## src/rtl/tem_pkg.sv

```systemverilog
package tem_pkg;

    // Window state: closed until the first tick, then open for good.
    typedef enum logic {
        WIN_IDLE = 1'b0,
        WIN_OPEN = 1'b1
    } win_state_e;

    typedef struct packed {
        win_state_e state;
        logic       void_f;
        logic       err_seen;
    } win_regs_t;

endpackage

```

## src/rtl/tem_counter.sv

```systemverilog
module tem_counter #(
    parameter int unsigned TARGET = 4,
    parameter int unsigned CNT_W  = $clog2(TARGET + 1)
) (
    input  logic clk,
    input  logic rst,
    input  logic clear_i,
    input  logic inc_i,
    output logic reach_o,
    output logic full_o
);

    localparam logic [CNT_W-1:0] LAST = CNT_W'(TARGET - 1);

    typedef struct packed {
        logic [CNT_W-1:0] cnt;
        logic             full;
    } cnt_regs_t;

    cnt_regs_t r_q, r_d;

    // reach_o is taken from the state before clear_i acts, so an event on a
    // restart cycle still closes the old window.
    always_comb begin
        r_d     = r_q;
        reach_o = inc_i && !r_q.full && (r_q.cnt == LAST);
        if (rst || clear_i) begin
            r_d.cnt  = '0;
            r_d.full = 1'b0;
        end else if (inc_i && !r_q.full) begin
            r_d.cnt = r_q.cnt + CNT_W'(1);
            if (r_q.cnt == LAST) begin
                r_d.full = 1'b1;
            end
        end
    end

    always_ff @(posedge clk) begin
        r_q <= r_d;
    end

    assign full_o = r_q.full;

endmodule

```

## src/rtl/tem_window.sv

```systemverilog
module tem_window
    import tem_pkg::*;
(
    input  logic clk,
    input  logic rst,
    input  logic tick_i,
    input  logic rst_evt_i,
    input  logic err_evt_i,
    output logic open_o,
    output logic void_o,
    output logic err_seen_o
);

    win_regs_t w_q, w_d;

    always_comb begin
        w_d = w_q;
        if (rst) begin
            w_d.state    = WIN_IDLE;
            w_d.void_f   = 1'b0;
            w_d.err_seen = 1'b0;
        end else if (tick_i) begin
            // A reset event on the opening tick is ignored. An error on it counts.
            w_d.state    = WIN_OPEN;
            w_d.void_f   = 1'b0;
            w_d.err_seen = err_evt_i;
        end else if (w_q.state == WIN_OPEN) begin
            w_d.void_f   = w_q.void_f | rst_evt_i;
            w_d.err_seen = w_q.err_seen | err_evt_i;
        end
    end

    always_ff @(posedge clk) begin
        w_q <= w_d;
    end

    assign open_o     = (w_q.state == WIN_OPEN);
    assign void_o     = w_q.void_f;
    assign err_seen_o = w_q.err_seen;

endmodule

```

## src/rtl/tick_event_monitor.sv

```systemverilog
module tick_event_monitor #(
    parameter int unsigned EVENT_TARGET = 4
) (
    input  logic clk,
    input  logic rst,
    input  logic tick_i,
    input  logic sense_i,
    input  logic rst_evt_i,
    input  logic err_evt_i,
    output logic viol_o,
    output logic viol_sticky_o
);

    localparam int unsigned CNT_W = $clog2(EVENT_TARGET + 1);

    logic win_open, win_void, win_err;
    logic cnt_reach, cnt_full;
    logic sense_inc;
    logic viol_now;

    typedef struct packed {
        logic sticky;
    } top_regs_t;

    top_regs_t t_q, t_d;

    assign sense_inc = sense_i && win_open;

    tem_window u_window (
        .clk        (clk),
        .rst        (rst),
        .tick_i     (tick_i),
        .rst_evt_i  (rst_evt_i),
        .err_evt_i  (err_evt_i),
        .open_o     (win_open),
        .void_o     (win_void),
        .err_seen_o (win_err)
    );

    tem_counter #(
        .TARGET (EVENT_TARGET),
        .CNT_W  (CNT_W)
    ) u_counter (
        .clk     (clk),
        .rst     (rst),
        .clear_i (tick_i),
        .inc_i   (sense_inc),
        .reach_o (cnt_reach),
        .full_o  (cnt_full)
    );

    // Completing cycle: this cycle's reset and error pulses also decide.
    always_comb begin
        viol_now = !rst && cnt_reach && !win_void && !win_err
                   && !rst_evt_i && !err_evt_i;
        t_d = t_q;
        if (rst) begin
            t_d.sticky = 1'b0;
        end else if (viol_now) begin
            t_d.sticky = 1'b1;
        end
    end

    always_ff @(posedge clk) begin
        t_q <= t_d;
    end

    assign viol_o        = viol_now;
    assign viol_sticky_o = t_q.sticky;

    logic unused_full;
    assign unused_full = cnt_full;

endmodule

```

## config.mk

```make
export PLATFORM = sky130hd
export DESIGN_NAME = tick_event_monitor
export DESIGN_NICKNAME = d
export VERILOG_FILES = /design/src/rtl/tem_pkg.sv /design/src/rtl/tem_counter.sv /design/src/rtl/tem_window.sv /design/src/rtl/tick_event_monitor.sv
export SDC_FILE = /design/constraint.sdc
export NUM_CORES = 1
export LEC_CHECK = 0
export BUFFER_PORTS_ARGS = -buffer_cell sky130_fd_sc_hd__buf_2
export CAP_MARGIN = 20
export CELL_PAD_IN_SITES_DETAIL_PLACEMENT = 0
export CELL_PAD_IN_SITES_GLOBAL_PLACEMENT = 1
export CORE_AREA = 4 4 41 43
export CTS_CLUSTER_SIZE = 8
export DETAILED_ROUTE_END_ITERATION = 7
export DIE_AREA = 0 0 45 47
export PLACE_DENSITY_LB_ADDON = 0.08
export SLEW_MARGIN = 40
export SYNTH_ARGS = -nofsm -noshare
export SYNTH_HDL_FRONTEND = slang
export SYNTH_SLANG_ARGS = --single-unit
```

## constraint.sdc

```tcl
create_clock -name clk -period 1.5 [get_ports clk]
set_clock_uncertainty 0.2 [all_clocks]
set_input_delay 0.225 -clock clk [delete_from_list [all_inputs] [get_ports clk]]
set_output_delay 0.225 -clock clk [all_outputs]
set_load 0.02 [all_outputs]
```

==> results.cfg <==
[global_route]
antenna_found_initial = 0
grt_pass1_wl_um = 1170
first_global_vias = 267
track_usage = 0.0831
remaining_overflow_grt = 0
grt_max_degree = 10

[status]
status = complete, but fails checks
violations = negative setup slack

[yosys]
synth_simple_gate_area_share = 0.186
synth_ff_type = sky130_fd_sc_hd__dfxtp_1
synth.cell_area_um2 = 343
synth_edf_count = 0
muxShareOfSynthArea = 0.0292
synth_common_cells = sky130_fd_sc_hd__dfxtp_1 (8), sky130_fd_sc_hd__a21oi_1 (4), sky130_fd_sc_hd__nor3_1 (4), sky130_fd_sc_hd__nor2_1 (3)
ys_types = 17
yosys.area.top_type = sky130_fd_sc_hd__dfxtp_1
postSynthCellCount = 34
synth_compound_gate_area_share = 0.153
post_synthesis_mean_instance_area_um2 = 10.1
largest_family_of_logic_cells_by_synthesized_area = simple AND/OR/NAND/NOR gates
synth_seq_area_share = 0.467
synth_nets = 42
synth_largest_type_area_fraction = 0.467
yosys_register_bits = 8
post_synth_xor_area_fraction = 0.0255
post-synth-top-count-cell = sky130_fd_sc_hd__dfxtp_1
synth-adder-area-share = 0.0730
async_reset_ff_frac = 0
synth_top_cells_by_area = sky130_fd_sc_hd__dfxtp_1 (47%), sky130_fd_sc_hd__a2111oi_4 (8.0%), sky130_fd_sc_hd__ha_1 (7.3%), sky130_fd_sc_hd__a21oi_1 (5.8%), sky130_fd_sc_hd__nor3_1 (5.8%)
yosys_warnings = 0

[timing]
totalNegativeSetupSlack_ns = -0.120
fin_crit_ns = 1.62
report.final.hold_viol_count = 0
final-setup-viol-count = 1
setup_slack_ns = -0.120
slew_viol_final = 0
grt_setup_unrepaired = yes
worst_slew_pin_slew_ns = 0.252
slew_headroom = 0.831
post-route-period-util = 1.08
maxClockFrequency_mhz = 617

[die]
die_h_um = 47
floorplan.initialDensity = 0.263
std_cell_rows = 13
top_level_ports = 8
die_area_mm2 = 0.00212
placeableCoreArea_mm2 = 0.00130
die_width_um = 45

[pwr]
intPower_uw = 331
comb_power_share = 0.103
power_frac_seq = 0.519
power_switching_uw = 103
p_leak_uw = 0.000178
power_switching_share = 0.238
powerDensity_mw_per_mm2 = 862
clkPwrFrac = 0.378
peakVddDrop_mv = 0.423

[detailed_routing]
finalWirelength_um = 740
initial_drt_pass_iterations = 4
drt_first_iter_violations = 5
drt_drc_violations_left = 0
antenna_left = 0
vias = 277
wl_per_cell_um = 12.1
route.detailed.vias_per_inst = 4.54

[placed_design]
gp_routability_congestion = 0.721
numPortBuffers = 7
post-dp-hpwl_um = 517

[critical_path]
worst_path_max_delay_cell = sky130_fd_sc_hd__dfxtp_1
worst-path-max-fanout = 2
worst_path_largest_cell_delay_ns = 0.34
critical_path.n_buffers_inverters = 1
arrival_time_reported_for_the_critical_path_endpoint_ns = 1.20
crit_path_start_kind = flop
kind_of_end_point_of_the_critical_path = output port
required_ns = 1.07
path_delay_family = simple AND/OR/NAND/NOR gates
critPathKind = reg2out
crit_path_cell_trace = nor4_4 > nand3_4 > nor2_4 > buf_6

[job]
cap_viol_max_count = 0

[clock_tree]
cts_tree = done
numCtsBuffers = 3
tritoncts_num_sinks = 8
ctsHoldBuffers = 0
insertion_delay_ns = 0.25
clkTransAtPathRegs_ns = 0.06
htreeDepth = 1
clock-root-buffer = sky130_fd_sc_hd__clkbuf_4
clock_tree.buffer_depth = 2

[layout]
final_layout_size_suffix_gt1_frac = 0.522
area_growth_syn_to_layout_pct = 47.1
diodes = 0
layout_net_count = 56
post-route-util = 0.388

[worst_hold_path]
worstHoldPathType = in2reg
[power by group through the flow]
stage,Sequential (uW),Combinational (uW),Clock [uW]
5_1_grt,226,49.5,179
6_report,226,44.9,164
2_1_floorplan,227,24.9,0
4_1_cts,224,40.6,174
3_3_place_gp,227,35.0,0
3_5_place_dp,228,36.2,0
[through the flow]
stage / hold WS [ns] / cell area (um2) / power (uW) / std cells / setup WS, ns
global placement: 0.233 / 389 / 262 / 55 / 0.0385
CTS: 0.0401 / 468 / 438 / 60 / -0.171
finish: 0.0569 / 504 / 435 / 61 / -0.120
detailed placement: 0.249 / 389 / 264 / 55 / 0.0298
global route: 0.0570 / 504 / 455 / 61 / -0.189
floorplan: 0.0893 / 343 / 251 / 34 / 0.0676
[registers in the layout, indices dropped and copies added (netlist names)]
name,count
u_counter.full_o,1
u_counter.r_q,3
u_window.err_seen_o,1
u_window.open_o,1
u_window.void_o,1
viol_sticky_o,1
[placed cells by master, fill, tap and decap left out, types with 2 or more instances in the layout]
master	instances
sky130_fd_sc_hd__a21oi_1	4
sky130_fd_sc_hd__ha_4	2
sky130_fd_sc_hd__buf_2	6
sky130_fd_sc_hd__dfxtp_1	6
sky130_fd_sc_hd__dfxtp_2	2
sky130_fd_sc_hd__nor3_1	4
sky130_fd_sc_hd__clkbuf_4	3
sky130_fd_sc_hd__nor2_1	2
sky130_fd_sc_hd__buf_4	4
sky130_fd_sc_hd__inv_1	2
[cell type report]
| cell class | instances | area [um2] |
|---|---|---|
| clock buffer | 3 | 22.5 |
| fill | 147 | 797 |
| inverter | 2 | 7.51 |
| multi-input combinational | 22 | 221 |
| sequential | 8 | 163 |
| tap | 15 | 18.8 |
| timing repair buffer | 11 | 71.3 |
[logic make-up (layout without fill, tap and decap cells)]
family / after synthesis / after routing
AO/OA/AOI/OAI: 6 / 6
XOR/XNOR: 1 / 1
adder cells (fa/ha/maj): 2 / 2
buffers and inverters: 4 / 16
flip-flops: 8 / 8
multiplexers: 1 / 1
AND/OR/NAND/NOR: 12 / 12
[final timing paths]
check	slack, ns	from	to	depth (start not counted)
setup / recovery	-0.12	u_window.err_seen_o	viol_o	4
hold reg to reg	0.26	viol_sticky_o	viol_sticky_o	2
setup reg to reg	0.08	u_window.open_o	u_counter.r_q[3]	4
hold / removal	0.06	tick_i	u_counter.r_q[3]	2
[routing by layer]
metal  vias up  wire, um  GRT usage
met5         -         0          0
met4         0         0     0.0877
met3         0        28     0.0230
met2         4       382      0.121
met1       129       330     0.0936
li1        144         -          -
[timing repair]
action,4_1_cts,5_1_grt
cloned,0,0
pin swaps,5,4
setup endpoints to repair,1,1
buffers inserted,2,1
gates resized for setup,9,6
(Power assumes the default switching activity.)
